--- src/rtl/p2b_pkg.sv ---
package p2b_pkg;
   typedef enum logic [2:0] {
      FMT_RGB565  = 3'd0,
      FMT_RGB666P = 3'd1,
      FMT_RGB666L = 3'd2,
      FMT_RGB888  = 3'd3,
      FMT_RAW     = 3'd4
   } pix_fmt_e;

   localparam int BYTE_W = 8;
   localparam int SLOT_W = 24;
   localparam int NB_W   = 5;
endpackage

--- src/rtl/p2b_pack.sv ---
module p2b_pack
   import p2b_pkg::*;
#(
   parameter int COMP_W = 8
) (
   input  logic [2:0]          fmt,
   input  logic [3*COMP_W-1:0] px,
   output logic [SLOT_W-1:0]   bits,
   output logic [NB_W-1:0]     nbits
);
   localparam int PX_W = 3 * COMP_W;

   logic [7:0] r8, g8, b8;

   generate
      if (COMP_W < 8) begin : g_bad_comp
         $error("p2b_pack: COMP_W must be at least 8");
      end
   endgenerate

   // components sit G low, B middle, R high; keep the top 8 bits of each
   assign g8 = px[COMP_W-1 -: 8];
   assign b8 = px[2*COMP_W-1 -: 8];
   assign r8 = px[PX_W-1 -: 8];

   always_comb begin
      case (pix_fmt_e'(fmt))
         FMT_RGB565: begin
            bits  = {8'd0, b8[7:3], g8[7:2], r8[7:3]};
            nbits = NB_W'(16);
         end
         FMT_RGB666P: begin
            bits  = {6'd0, b8[7:2], g8[7:2], r8[7:2]};
            nbits = NB_W'(18);
         end
         FMT_RGB666L: begin
            bits  = {b8[7:2], 2'b00, g8[7:2], 2'b00, r8[7:2], 2'b00};
            nbits = NB_W'(24);
         end
         FMT_RAW: begin
            bits  = px[SLOT_W-1:0];
            nbits = NB_W'(24);
         end
         default: begin
            bits  = {b8, g8, r8};
            nbits = NB_W'(24);
         end
      endcase
   end
endmodule

--- src/rtl/p2b_accum.sv ---
module p2b_accum
   import p2b_pkg::*;
#(
   parameter int ACC_W = 32
) (
   input  logic              clk,
   input  logic              rst_n,
   input  logic [SLOT_W-1:0] bits,
   input  logic [NB_W-1:0]   nbits,
   input  logic              in_valid,
   input  logic              in_first,
   input  logic              in_last,
   output logic              in_ready,
   output logic [BYTE_W-1:0] out_byte,
   output logic              out_valid,
   output logic              out_last,
   output logic              out_sof,
   input  logic              out_ready
);
   localparam int CNT_W = $clog2(ACC_W + 1);

   generate
      if (ACC_W < SLOT_W + BYTE_W) begin : g_bad_acc
         $error("p2b_accum: ACC_W too small for one slot plus a partial byte");
      end
   endgenerate

   logic [ACC_W-1:0] acc;
   logic [CNT_W-1:0] fill;
   logic             end_pend, sof_pend;
   logic             take, give;

   assign in_ready  = (fill < CNT_W'(BYTE_W)) && !end_pend;
   assign out_valid = (fill >= CNT_W'(BYTE_W));
   assign out_byte  = acc[BYTE_W-1:0];
   // final byte of a line; a malformed tail shorter than a byte is dropped
   assign out_last  = end_pend && (fill < CNT_W'(2 * BYTE_W));
   assign out_sof   = sof_pend && out_valid;
   assign take      = in_valid && in_ready;
   assign give      = out_valid && out_ready;

   always_ff @(posedge clk or negedge rst_n) begin
      if (!rst_n) begin
         acc      <= '0;
         fill     <= '0;
         end_pend <= 1'b0;
         sof_pend <= 1'b0;
      end else if (take) begin
         acc      <= acc | ({{(ACC_W-SLOT_W){1'b0}}, bits} << fill);
         fill     <= fill + CNT_W'(nbits);
         end_pend <= in_last;
         sof_pend <= in_first;
      end else if (give) begin
         sof_pend <= 1'b0;
         if (out_last) begin
            acc      <= '0;
            fill     <= '0;
            end_pend <= 1'b0;
         end else begin
            acc  <= acc >> BYTE_W;
            fill <= fill - CNT_W'(BYTE_W);
         end
      end
   end
endmodule

--- src/rtl/p2b_line_mon.sv ---
module p2b_line_mon
   import p2b_pkg::*;
#(
   parameter int LINE_W = 12
) (
   input  logic              clk,
   input  logic              rst_n,
   input  logic [2:0]        fmt,
   input  logic [LINE_W-1:0] line_pix,
   input  logic              s_tvalid,
   input  logic              s_tready,
   input  logic              s_tlast,
   input  logic              m_ready,
   input  logic              urun_clr,
   output logic [LINE_W+1:0] word_count,
   output logic              underrun
);
   localparam int WC_W = LINE_W + 2;
   localparam int WIDE = LINE_W + 4;

   generate
      if (LINE_W < 2) begin : g_bad_line
         $error("p2b_line_mon: LINE_W must be at least 2");
      end
   endgenerate

   logic [WIDE-1:0] wide;
   logic            in_line, starve;

   assign wide = WIDE'(line_pix);

   always_comb begin
      case (pix_fmt_e'(fmt))
         FMT_RGB565:  word_count = WC_W'(wide << 1);
         FMT_RGB666P: word_count = WC_W'((wide * WIDE'(9)) >> 2);
         default:     word_count = WC_W'(wide * WIDE'(3));
      endcase
   end

   assign starve = in_line && s_tready && !s_tvalid && m_ready;

   always_ff @(posedge clk or negedge rst_n) begin
      if (!rst_n) begin
         in_line  <= 1'b0;
         underrun <= 1'b0;
      end else begin
         if (s_tvalid && s_tready) in_line <= !s_tlast;
         if (starve)               underrun <= 1'b1;
         else if (urun_clr)        underrun <= 1'b0;
      end
   end
endmodule

--- src/rtl/p2b_converter.sv ---
module p2b_converter
   import p2b_pkg::*;
#(
   parameter int COMP_W = 8,
   parameter int LINE_W = 12
) (
   input  logic                clk,
   input  logic                rst_n,
   input  logic [2:0]          fmt,
   input  logic [LINE_W-1:0]   line_pix,
   input  logic [3*COMP_W-1:0] s_tdata,
   input  logic                s_tvalid,
   output logic                s_tready,
   input  logic                s_tuser,
   input  logic                s_tlast,
   output logic [7:0]          m_data,
   output logic                m_valid,
   input  logic                m_ready,
   output logic                m_last,
   output logic                m_sof,
   output logic [LINE_W+1:0]   word_count,
   output logic                underrun,
   input  logic                urun_clr
);
   localparam int ACC_W = SLOT_W + BYTE_W;

   logic [SLOT_W-1:0] slot_bits;
   logic [NB_W-1:0]   slot_nbits;

   p2b_pack #(.COMP_W(COMP_W)) u_pack (
      .fmt   (fmt),
      .px    (s_tdata),
      .bits  (slot_bits),
      .nbits (slot_nbits)
   );

   p2b_accum #(.ACC_W(ACC_W)) u_accum (
      .clk       (clk),
      .rst_n     (rst_n),
      .bits      (slot_bits),
      .nbits     (slot_nbits),
      .in_valid  (s_tvalid),
      .in_first  (s_tuser),
      .in_last   (s_tlast),
      .in_ready  (s_tready),
      .out_byte  (m_data),
      .out_valid (m_valid),
      .out_last  (m_last),
      .out_sof   (m_sof),
      .out_ready (m_ready)
   );

   p2b_line_mon #(.LINE_W(LINE_W)) u_mon (
      .clk        (clk),
      .rst_n      (rst_n),
      .fmt        (fmt),
      .line_pix   (line_pix),
      .s_tvalid   (s_tvalid),
      .s_tready   (s_tready),
      .s_tlast    (s_tlast),
      .m_ready    (m_ready),
      .urun_clr   (urun_clr),
      .word_count (word_count),
      .underrun   (underrun)
   );
endmodule

--- config.mk ---
export PLATFORM = sky130hd
export DESIGN_NAME = p2b_converter
export DESIGN_NICKNAME = d
export VERILOG_FILES = /design/src/rtl/p2b_pkg.sv /design/src/rtl/p2b_pack.sv /design/src/rtl/p2b_accum.sv /design/src/rtl/p2b_line_mon.sv /design/src/rtl/p2b_converter.sv
export SDC_FILE = /design/constraint.sdc
export NUM_CORES = 1
export LEC_CHECK = 0
export BUFFER_PORTS_ARGS = -buffer_cell sky130_fd_sc_hd__buf_2
export CAP_MARGIN = 20
export CORE_ASPECT_RATIO = 0.75
export CORE_MARGIN = 10
export CORE_UTILIZATION = 35
export CTS_CLUSTER_DIAMETER = 60
export DETAILED_ROUTE_END_ITERATION = 10
export PLACE_DENSITY = 0.54
export SLEW_MARGIN = 20
export SYNTH_ARGS = -nofsm -noshare
export SYNTH_HDL_FRONTEND = slang
export SYNTH_SLANG_ARGS = --single-unit
--- constraint.sdc ---
create_clock -name clk -period 5.11 [get_ports clk]
set_input_delay 0.2555 -clock clk [delete_from_list [all_inputs] [get_ports clk]]
set_output_delay 0.2555 -clock clk [all_outputs]
set_load 0.01 [all_outputs]
==> flow_summary_export.csv <==
group,metric,value,unit
yosys,ys_seq_area_share,22.7,%
place,placed_cell_area,4860,um^2
place,hpwl,10400,um
setup_path,cp-start-kind,"primary input",
finish,fin_area,5010,um^2
finish,multiInputGateArea,3170,um^2
clocking,cts_num_sinks,41,
routing,via_per_inst,5.89,
setup_path,critical_path.max_fanout,4,
finish,final_cell_count_no_fill,756,
yosys,synth_flop_cell,"dfrtp_1",
finish,fin_nets,674,
global_route,grt_pass1_vias,4321,
yosys,synthCells,554,
job,drv_cap,0,
place,post-place-ws,2.13,ns
yosys,syn_area,4520,um^2
routing,wl_per_cell,18.2,um
finish,diodes,0,
setup_path,regToRegEndpoint,"u_accum.acc[10]$_DFFE_PN0P_",
yosys,syn_area_per_cell,8.15,um^2
routing,ant_nets,0,
clocking,clk_latency,0.28,ns
setup_path,rr_startpoint,"u_accum.fill[2]$_DFFE_PN0P_",
routing,first_pass_iters,5,
yosys,yosysUniqueCellTypes,71,
yosys,synth.largest_area_cell,"dfrtp_1",
setup_path,end_kind,"primary output",
place,gp_congestion,0.846,
sta,slew_viol_final,0,
setup_path,cp.arrival,2.69,ns
sta,hold_violations,0,
finish,register_area,1030,um^2
finish,final_common_cell,"buf_2",
yosys,synth-seq-cells,41,
sta,postLayoutSetupSlackWorst,2.17,ns
clocking,root_buffer,"clkbuf_16",
clocking,ctsResizeCount,0,
sta,min_period_over_period,57.5,%
clocking,cts_buffers,5,
finish,drive_above_1_share,16.6,%
floorplan,row_count,35,
clocking,post_cts_buffers,0,
sta,max_slew_margin,34.2,%
setup_path,cp_data_required_time,4.85,ns
sta,fin_setup_tns,0,ns
clocking,ctsHtreeMaxLevel,2,
floorplan,fp.dieW,151,um
worst_hold_path,hold_class,"in2async",
routing,route.detailed.drc,0,
floorplan,die_area,17900,um^2
power_and_ir_drop,p_leak,2.30,nW
clocking,cts_tree,"yes",
routing,vias,4454,
yosys,synthDominantCellAreaShare,22.7,%
yosys,syn_nets,638,
yosys,ys_async_sr_fraction,100,%
floorplan,die_h,118,um
yosys,yosys-top-cells-area,"dfrtp_1 (23%), ha_1 (10%), mux2i_1 (4.7%)",
global_route,antenna_found_initial,0,
sta,hold_ws,0.113,ns
finish,area_growth,11.0,%
place,dp.cells,749,
sta,fin_worst_skew,0.00328,ns
setup_path,ff2ff_path_depth,6,
sta,tightest_slew,0.986,ns
global_route,grt_start_max_net_pins,44,
sta,clock.fmax,0.340,GHz
routing,drt-total-wl,13800,um
routing,dr.first_iter.drc_count,354,
clocking,cts.clk_slew.worst_paths,0.06,ns
finish,fin_util,40.3,%
sta,setup_violations,0,
finish,mostFrequentLayoutCells,"buf_2 (72), a21oi_1 (41), dfrtp_1 (41)",
yosys,synth_edf_count,0,
power_and_ir_drop,fin_total_pwr,1.88,mW
floorplan,core,12400,um^2
floorplan,start_util,36.3,%
sta,grt_setup_unrepaired,"false",
setup_path,critPathKind,"in2out",
place,io_buffers,72,
global_route,overflow,0,
clocking,clock_path_buffers,2,
finish,n_fill_cell,1294,
run_status,outcome,"finished clean",
power_and_ir_drop,ir_drop,0.214,mV
floorplan,io_pins,73,
setup_path,r2r_setup_slack,2.38,ns
sta,min_period,2.94,ns
yosys,ys_warn_count,0,
global_route,grt_usage,15.0,%
global_route,grt_pass1_wl,22700,um
clocking,cts.hold.buffers_added,0,
power_and_ir_drop,power.density,375,nW/um^2
-- per-layer routing --
metal | track usage [%] | part of all wire [%] | wire length [um]
met2 | 23.7 | 46 | 6330
met4 | 2.58 | 1.1 | 158
met5 | 0 | 0 | 0
met3 | 2.82 | 5.3 | 725
met1 | 20.9 | 48 | 6560
-- flip-flops by register name, indices dropped and copies added (netlist names) --
signal,flops
u_accum.sof_pend,1
u_mon.underrun,1
u_mon.in_line,1
u_accum.acc,32
u_accum.fill,5
u_accum.end_pend,1
-- synth_stat cells (13+ instances only) --
library cell	number
a21oi_1	41
a221o_1	13
a22o_1	13
and3_1	13
buf_2	14
buf_4	13
clkbuf_1	16
dfrtp_1	41
ha_1	36
inv_1	16
mux2i_1	21
nand2_1	40
nand3_1	17
nor2_1	37
nor2b_1	14
o21a_1	13
o21ai_0	21
o21ai_1	13
o22ai_1	13
-- how the worst max path moves through the flow --
stage               slack [ns]  cells after the start                   startpoint                     endpoint
detailed placement        2.13                      4  u_accum.fill[2]$_DFFE_PN0P_   u_accum.acc[9]$_DFFE_PN0P_
global route              1.99                     11                  line_pix[1]               word_count[10]
global placement          2.17                      6  u_accum.fill[2]$_DFFE_PN0P_  u_accum.acc[22]$_DFFE_PN0P_
finish                    2.17                     11                  line_pix[1]               word_count[10]
floorplan                 2.65                      9                  line_pix[1]                word_count[8]
CTS                       2.12                      4  u_accum.fill[2]$_DFFE_PN0P_   u_accum.acc[9]$_DFFE_PN0P_
-- critical path: stages --
cell and delay [ns]:
buf_2 0.13, ha_1 0.30, ha_1 0.23, fa_1 0.43
a211oi_1 0.29, o21ai_0 0.19, o22ai_1 0.27, xnor2_1 0.17
mux2i_1 0.10, a21oi_1 0.17, buf_2 0.16
-- power breakdown --
part | internal (mW) | switching [mW] | total (mW)
clock | 0.192 | 0.124 | 0.316
combinational | 0.411 | 0.600 | 1.01
sequential | 0.446 | 0.107 | 0.553
total | 1.05 | 0.830 | 1.88
-- layout make-up --
class / instances / area share (%)
Multi-Input combinational cell: 447 / 63.3
Sequential cell: 41 / 20.5
Timing Repair Buffer: 76 / 7.79
Tap cell: 166 / 4.14
Inverter: 19 / 1.42
Clock buffer: 7 / 2.85
-- cells by family after synthesis --
group	synth area share, %
buf+inv	7.12
xor+xnor	2.71
compound gates	31.9
simple gates	17.3
fa+ha+maj	10.9
mux	7.40
flops	22.7
Note: power is estimated with default switching activity, not from simulation.
